[src/rtl/iqd_pkg.sv]
package iqd_pkg;

    localparam int IQD_W = 12;

    typedef struct packed {
        logic [IQD_W-1:0] data;
        logic             mark;
    } edge_word_t;

    typedef struct packed {
        edge_word_t first;   // captured on the falling edge
        edge_word_t second;  // captured on the following rising edge
    } word_pair_t;

    typedef struct packed {
        logic [IQD_W-1:0] i0;
        logic [IQD_W-1:0] q0;
        logic [IQD_W-1:0] i1;
        logic [IQD_W-1:0] q1;
    } iq_group_t;

    typedef enum logic {
        ASM_IDLE = 1'b0,
        ASM_HALF = 1'b1
    } asm_state_t;

    // Low-to-high marker transition in front of the pair's first word.
    function automatic logic pair_opens(input logic prev_mark, input word_pair_t p);
        return !prev_mark && p.first.mark;
    endfunction

    function automatic logic pair_all_low(input word_pair_t p);
        return !p.first.mark && !p.second.mark;
    endfunction

endpackage

[src/rtl/iqd_ddr_capture.sv]
module iqd_ddr_capture
    import iqd_pkg::*;
(
    input  logic             clk,
    input  logic             rst,
    input  logic [IQD_W-1:0] ddr_data,
    input  logic             ddr_mark,
    output word_pair_t       pair_o
);
    edge_word_t fall_q;
    word_pair_t pair_q;

    // Falling-edge half of the bus.
    always_ff @(negedge clk) begin
        if (rst) begin
            fall_q <= '0;
        end else begin
            fall_q.data <= ddr_data;
            fall_q.mark <= ddr_mark;
        end
    end

    // Rising edge: take the current word and realign the falling-edge one.
    always_ff @(posedge clk) begin
        if (rst) begin
            pair_q <= '0;
        end else begin
            pair_q.first       <= fall_q;
            pair_q.second.data <= ddr_data;
            pair_q.second.mark <= ddr_mark;
        end
    end

    assign pair_o = pair_q;
endmodule

[src/rtl/iqd_group_assembler.sv]
module iqd_group_assembler
    import iqd_pkg::*;
(
    input  logic       clk,
    input  logic       rst,
    input  logic       dual_mode,
    input  word_pair_t pair_i,
    output iq_group_t  group_o,
    output logic       valid_o
);
    asm_state_t       state_q;
    logic             prev_mark_q;
    logic             mode_q;
    logic [IQD_W-1:0] hold_i_q;
    logic [IQD_W-1:0] hold_q_q;
    iq_group_t        group_q;
    logic             valid_q;
    logic             opens;

    always_comb opens = pair_opens(prev_mark_q, pair_i);

    always_ff @(posedge clk) begin
        if (rst) begin
            state_q     <= ASM_IDLE;
            prev_mark_q <= 1'b0;
            mode_q      <= 1'b0;
            hold_i_q    <= '0;
            hold_q_q    <= '0;
            group_q     <= '0;
            valid_q     <= 1'b0;
        end else begin
            valid_q     <= 1'b0;
            mode_q      <= dual_mode;
            prev_mark_q <= pair_i.second.mark;
            if (dual_mode != mode_q) begin
                state_q <= ASM_IDLE;  // mode switched: drop any partial group
            end else if (!dual_mode) begin
                if (opens && !pair_i.second.mark) begin
                    group_q.i0 <= pair_i.first.data;
                    group_q.q0 <= pair_i.second.data;
                    valid_q    <= 1'b1;
                end
            end else begin
                unique case (state_q)
                    ASM_IDLE: begin
                        if (opens && pair_i.second.mark) begin
                            hold_i_q <= pair_i.first.data;
                            hold_q_q <= pair_i.second.data;
                            state_q  <= ASM_HALF;
                        end
                    end
                    ASM_HALF: begin
                        state_q <= ASM_IDLE;
                        if (pair_all_low(pair_i)) begin
                            group_q.i1 <= hold_i_q;
                            group_q.q1 <= hold_q_q;
                            group_q.i0 <= pair_i.first.data;
                            group_q.q0 <= pair_i.second.data;
                            valid_q    <= 1'b1;
                        end
                    end
                    default: state_q <= ASM_IDLE;
                endcase
            end
        end
    end

    assign group_o = group_q;
    assign valid_o = valid_q;
endmodule

[src/rtl/iqd_deinterleaver.sv]
module iqd_deinterleaver
    import iqd_pkg::*;
(
    input  logic             clk,
    input  logic             rst,
    input  logic             dual_mode,
    input  logic [IQD_W-1:0] ddr_data,
    input  logic             ddr_mark,
    output logic [IQD_W-1:0] out_i0,
    output logic [IQD_W-1:0] out_q0,
    output logic [IQD_W-1:0] out_i1,
    output logic [IQD_W-1:0] out_q1,
    output logic             out_valid
);
    word_pair_t pair;
    iq_group_t  group;

    iqd_ddr_capture u_capture (
        .clk      (clk),
        .rst      (rst),
        .ddr_data (ddr_data),
        .ddr_mark (ddr_mark),
        .pair_o   (pair)
    );

    iqd_group_assembler u_assembler (
        .clk       (clk),
        .rst       (rst),
        .dual_mode (dual_mode),
        .pair_i    (pair),
        .group_o   (group),
        .valid_o   (out_valid)
    );

    assign out_i0 = group.i0;
    assign out_q0 = group.q0;
    assign out_i1 = group.i1;
    assign out_q1 = group.q1;
endmodule

[config.mk]
export PLATFORM = sky130hd
export DESIGN_NAME = iqd_deinterleaver
export DESIGN_NICKNAME = d
export VERILOG_FILES = /design/src/rtl/iqd_pkg.sv /design/src/rtl/iqd_ddr_capture.sv /design/src/rtl/iqd_group_assembler.sv /design/src/rtl/iqd_deinterleaver.sv
export SDC_FILE = /design/constraint.sdc
export NUM_CORES = 1
export LEC_CHECK = 0
export BUFFER_PORTS_ARGS = -buffer_cell sky130_fd_sc_hd__clkbuf_2
export CORE_MARGIN = 2
export CORE_UTILIZATION = 40
export CTS_BUF_LIST = sky130_fd_sc_hd__clkbuf_8
export DETAILED_ROUTE_END_ITERATION = 8
export PLACE_DENSITY = 0.72
export REMOVE_ABC_BUFFERS = 1
export SLEW_MARGIN = 10
export SYNTH_ARGS = -nofsm -noshare
export SYNTH_HDL_FRONTEND = slang
export SYNTH_HIERARCHICAL = 1
export SYNTH_SLANG_ARGS = --single-unit
export TNS_END_PERCENT = 1
[constraint.sdc]
create_clock -name clk -period 2.1 [get_ports clk]
set_input_delay 0.105 -clock clk [delete_from_list [all_inputs] [get_ports clk]]
set_output_delay 0.105 -clock clk [all_outputs]
set_load 0.05 [all_outputs]
# Yosys cells after proc, flatten, opt, wreduce, memory -nomap -nowiden
# Index checks and enable logic that the tools add are counted.
dict set report totals {
  ff_bits 115
  word_cells 43
}
dict set report classes {
  eq_ne 3
  muxes 10
  n_bitwise 2
  reduce_logical 12
}
# operator count
set op_table {}
lappend op_table {{48-bit two-way mux} 2}
lappend op_table {{24-bit two-way mux} 2}
lappend op_table {{4-bit AND reduction} 3}
lappend op_table {{1-bit two-way mux} 5}
lappend op_table {{1-bit logical AND} 4}
lappend op_table {{2-bit by 1-bit inequality test with 1-bit output, second input constant} 2}
lappend op_table {{1-bit logical NOT} 3}
lappend op_table {{1-bit inverter} 2}
lappend op_table {{1-bit one-hot mux with 2 select lines} 1}
lappend op_table {{2-bit nonzero test} 1}
lappend op_table {{2-bit OR reduction} 1}
lappend op_table {{1-bit inequality test} 1}

# Longest topological paths before layout
dict set report depth {
  word_depth 5
  depth_mapped 6
}

# By module
# The synthesis kept the hierarchy.
# mod instances cells_each area_each_um2 seq_area_each_um2
set modules_own_cells {}
lappend modules_own_cells {iqd_group_assembler 1 335 2992.9 1521.5}
lappend modules_own_cells {iqd_ddr_capture 1 68 964.7 780.7}

==> parameters.txt <==
Parameter                              Value

Layout
  Final nets ... 514
  Fraction of final layout cells sized beyond drive strength 1 ... 22.4%
  Area growth from synthesis to layout ... 28.7%
  Non-filler instance count after layout ... 643
  Number of antenna cells inserted ... 0

Die
  Floorplan die area ... 10700 um2
  Width of the chip ... 103 um
  Starting Density ... 40.9%
  Die Y-Extent ... 103 um
  Core footprint ... 9680 um2
  Placement row count ... 36
  Number of I/O pins ... 65

Global routing
  Pin count of the biggest net entering global routing ... 33
  Via count of the first global-routing pass ... 2809
  All-layer global routing usage ... 16.3%
  First-pass GRT wire length ... 13100 um
  Antenna violations before repair ... 0
  Total grt overflow ... 0

Synthesis
  Synth Instances ... 403
  Average instance area after synthesis ... 9.82 um2
  Synthesized flop and latch total ... 115
  Yosys cell types ... 26
  Summed instance area of the synthesized netlist ... 3960 um2
  Share of synthesized area occupied by flip-flops and latches ... 58.2%
  Synth Warn # ... 6

STA
  Final-report hold violation count ... 0
  Worst relative slew slack ... 53.3%
  Shortest clock period the worst path allows after layout ... 1770 ps
  Worst Clk Skew ... 19.7 ps
  Final setup violation count ... 0
  Slew Limit Fails ... 0
  Final cycle utilization of the critical path ... 84.3%
  Measured slew at the worst slew-check pin ... 683 ps
  Unrepaired setup endpoints after global routing ... false
  Sum Neg Setup Slack ... 0 ps
  Fmax ... 565 MHz

Worst setup path
  Slowest cell on the critical path ... sky130_fd_sc_hd__dlygate4sd3_1
  Endpoint kind of the worst setup timing path ... flip-flop
  Type of the worst setup path ... in -> reg
  Kind of start point of the critical path ... primary input
  Endpoint of the worst register-to-register path ... u_assembler/group_o[36]
  Largest delay contributor family on the critical path ... buffers and inverters
  Path depth of the worst reg2reg path ... 4
  Worst path max stage delay ... 550 ps
  Buffering stage count on the worst path with inverters included ... 2
  Worst setup slack for register-to-register paths ... 420 ps
  Worst path arrival time ... 2070 ps
  Worst Path Max Fanout ... 24
  Ordered cell list for the critical path ... dlygate4sd3_1 -> clkbuf_2 -> ha_1 -> or2_2 -> o21ai_0 -> a21oi_1
  CP required ... 2400 ps
  R2R Path Start ... u_capture/pair_o[13]

CTS
  TritonCTS clock tree ... yes
  Post-CTS clock slew at the launch and capture registers of the worst setup and hold paths ... 70 ps
  Number of buffers between clock root and the deepest sink ... 2
  Number of clock sinks ... 115
  Level count of the clock H-tree ... 4
  Root Driver ... sky130_fd_sc_hd__clkbuf_8
  Clock network latency to the later pin of the worst-skew pair ... 440 ps
  Number of buffers created by CTS ... 17
  Buffer count from post-CTS setup fixing ... 0

Route
  Initial DRC Count ... 162
  Router iterations before antenna repair ... 4
  Total wire length ... 8090 um
  Antenna viol nets, final ... 0
  Count of vias placed by the detailed router ... 2992
  Post-DR vias/cell ... 4.65
  Post-route DRC ... 0
  Routed length per instance ... 12.6 um

Placement
  Placed wire-length estimate after detailed placement ... 5370 um
  Port buffer count ... 64
  Number of placed cells counting well taps ... 585
  Routability-driven placement congestion ratio ... 0.792

Pwr
  Clock network fraction of design power ... 50.7%
  Share of total power in sequential cells ... 45.4%
  Static Leak ... 1.98 nW
  Net Sw Frac ... 20.6%
  Net load switching power ... 0.00102 W
  Design internal power ... 0.00392 W
  Peak supply drop ... 0.455 mV
  Combinational Power Share ... 3.9%
  Cell area power density ... 970 nW/um2

Outcome
  Outcome ... completed

Hold path
  Worst min-delay path startpoint ... rst
  Hold-critical path endpoint ... u_assembler/hold_i_q[10]
  Path category of the worst min-delay check ... in -> reg
  Number of cells traversed by the worst hold path ... 2

Flow run
  Total of max-cap violations ... 0
per-stage QoR:
| step | hold WS, ps | power, W | utilization [%] | setup slack (ps) | area, um2 |
|---|---|---|---|---|---|
| after floorplan | 174 | 0.00241 | - | 19.3 | 3810 |
| after global placement | 348 | 0.00250 | 45.8 | 333 | 4430 |
| after detailed placement | 364 | 0.00251 | 45.8 | 303 | 4430 |
| after CTS | 17.2 | 0.00501 | 52.6 | 352 | 5090 |
| after global routing | 49.6 | 0.00514 | 52.6 | 253 | 5090 |
| final | 42.3 | 0.00494 | 52.6 | 329 | 5090 |
state kept, by name, summed over array words and instances, names as in the netlist:
signal,cells
u_assembler/mode_q,1
u_capture/pair_o,26
u_assembler/state_q,1
u_assembler/hold_i_q,12
u_assembler/group_o,48
u_capture/fall_q,13
u_assembler/prev_mark_q,1
u_assembler/valid_o,1
u_assembler/hold_q_q,12
metal layers:
layer | track usage, % | vias to the layer above | share of wire [%]
met3 | 5.91 | 8 | 5.2
met1 | 19.9 | 1387 | 43
met5 | 0 | - | 0
met4 | 6.88 | 0 | 1.2
li1 | - | 1528 | -
met2 | 26.1 | 69 | 50
timing repair:
item	in CTS	in global routing
hold buffers	14	0
gates resized for setup	0	0
hold endpoints to repair	14	0
layout make-up:
type,count,area [um2]
clock buffers,19,262
clock inverters,26,263
fillers,893,4590
multi-input cells,257,1510
flip-flops and latches,115,2300
well taps,133,166
repair buffers,93,588
worst max path at each step:
stage	startpoint	end	slack [ps]	cells past startpoint
finish	dual_mode	u_assembler/hold_q_q[11]	330	6
global route	dual_mode	u_assembler/hold_q_q[0]	250	6
CTS	dual_mode	u_assembler/hold_q_q[11]	350	6
detailed placement	rst	u_capture/fall_q[11]	300	3
global placement	rst	u_capture/fall_q[7]	330	3
floorplan	u_capture/pair_o[13]	u_assembler/group_o[24]	20	3
power by group through the flow:
stage               logic [W]  clock network [W]  registers [W]
global route         0.000211            0.00268        0.00225
floorplan           0.0000746          0.0000409        0.00229
global placement     0.000171          0.0000409        0.00229
detailed placement   0.000175          0.0000409        0.00229
CTS                  0.000196            0.00257        0.00224
finish               0.000193            0.00250        0.00224
cell usage in the layout, fill, tap and decap left out, types with 2 or more instances in the layout:
cell	netlist	routed
sky130_fd_sc_hd__a21oi_1	48	48
sky130_fd_sc_hd__and2b_1	2	2
sky130_fd_sc_hd__buf_4	2	15
sky130_fd_sc_hd__bufinv_16	0	6
sky130_fd_sc_hd__clkbuf_2	0	63
sky130_fd_sc_hd__clkbuf_8	0	19
sky130_fd_sc_hd__dfxtp_1	115	115
sky130_fd_sc_hd__dlygate4sd3_1	0	14
sky130_fd_sc_hd__inv_1	1	17
sky130_fd_sc_hd__mux2i_1	24	24
sky130_fd_sc_hd__nand2_1	48	48
sky130_fd_sc_hd__nand2b_1	48	48
sky130_fd_sc_hd__nand3_1	24	24
sky130_fd_sc_hd__nor2b_1	26	26
sky130_fd_sc_hd__o21ai_0	24	24
synthesized netlist by cell type:
| cell type | count | area [um2] |
|---|---|---|
| sky130_fd_sc_hd__clkbuf_1 | 26 | 97.6 |
| sky130_fd_sc_hd__or2_2 | 1 | 6.26 |
| sky130_fd_sc_hd__inv_1 | 1 | 3.75 |
| sky130_fd_sc_hd__or3b_4 | 1 | 11.3 |
| sky130_fd_sc_hd__ha_1 | 1 | 12.5 |
| sky130_fd_sc_hd__a2111oi_0 | 1 | 8.76 |
| sky130_fd_sc_hd__nand4bb_1 | 1 | 11.3 |
| sky130_fd_sc_hd__and4bb_2 | 1 | 12.5 |
| sky130_fd_sc_hd__mux2i_1 | 24 | 240 |
| sky130_fd_sc_hd__nand2b_1 | 48 | 300 |
| sky130_fd_sc_hd__nor2b_1 | 26 | 163 |
| sky130_fd_sc_hd__buf_8 | 2 | 30.0 |
| sky130_fd_sc_hd__nor3_1 | 1 | 5.00 |
| sky130_fd_sc_hd__dfxtp_1 | 115 | 2300 |
| sky130_fd_sc_hd__nand3_1 | 24 | 120 |
| sky130_fd_sc_hd__nand4b_1 | 1 | 8.76 |
| sky130_fd_sc_hd__nand3b_1 | 1 | 7.51 |
| sky130_fd_sc_hd__buf_4 | 2 | 15.0 |
| sky130_fd_sc_hd__a211oi_4 | 1 | 20.0 |
| sky130_fd_sc_hd__mux2_2 | 1 | 11.3 |
| sky130_fd_sc_hd__o21ai_0 | 24 | 120 |
| sky130_fd_sc_hd__and2b_1 | 2 | 15.0 |
| sky130_fd_sc_hd__nor2_1 | 1 | 3.75 |
| sky130_fd_sc_hd__a21oi_1 | 48 | 240 |
| sky130_fd_sc_hd__and4b_2 | 1 | 11.3 |
| sky130_fd_sc_hd__nand2_1 | 48 | 180 |
logic make-up after synthesis:
group | Yosys count | share of synthesized area, %
flops | 115 | 58.2
simple gates | 157 | 21.6
fa+ha+maj | 1 | 0.316
compound gates | 74 | 9.83
buf+inv | 31 | 3.70
mux | 25 | 6.35
(Power assumes the default switching activity.)
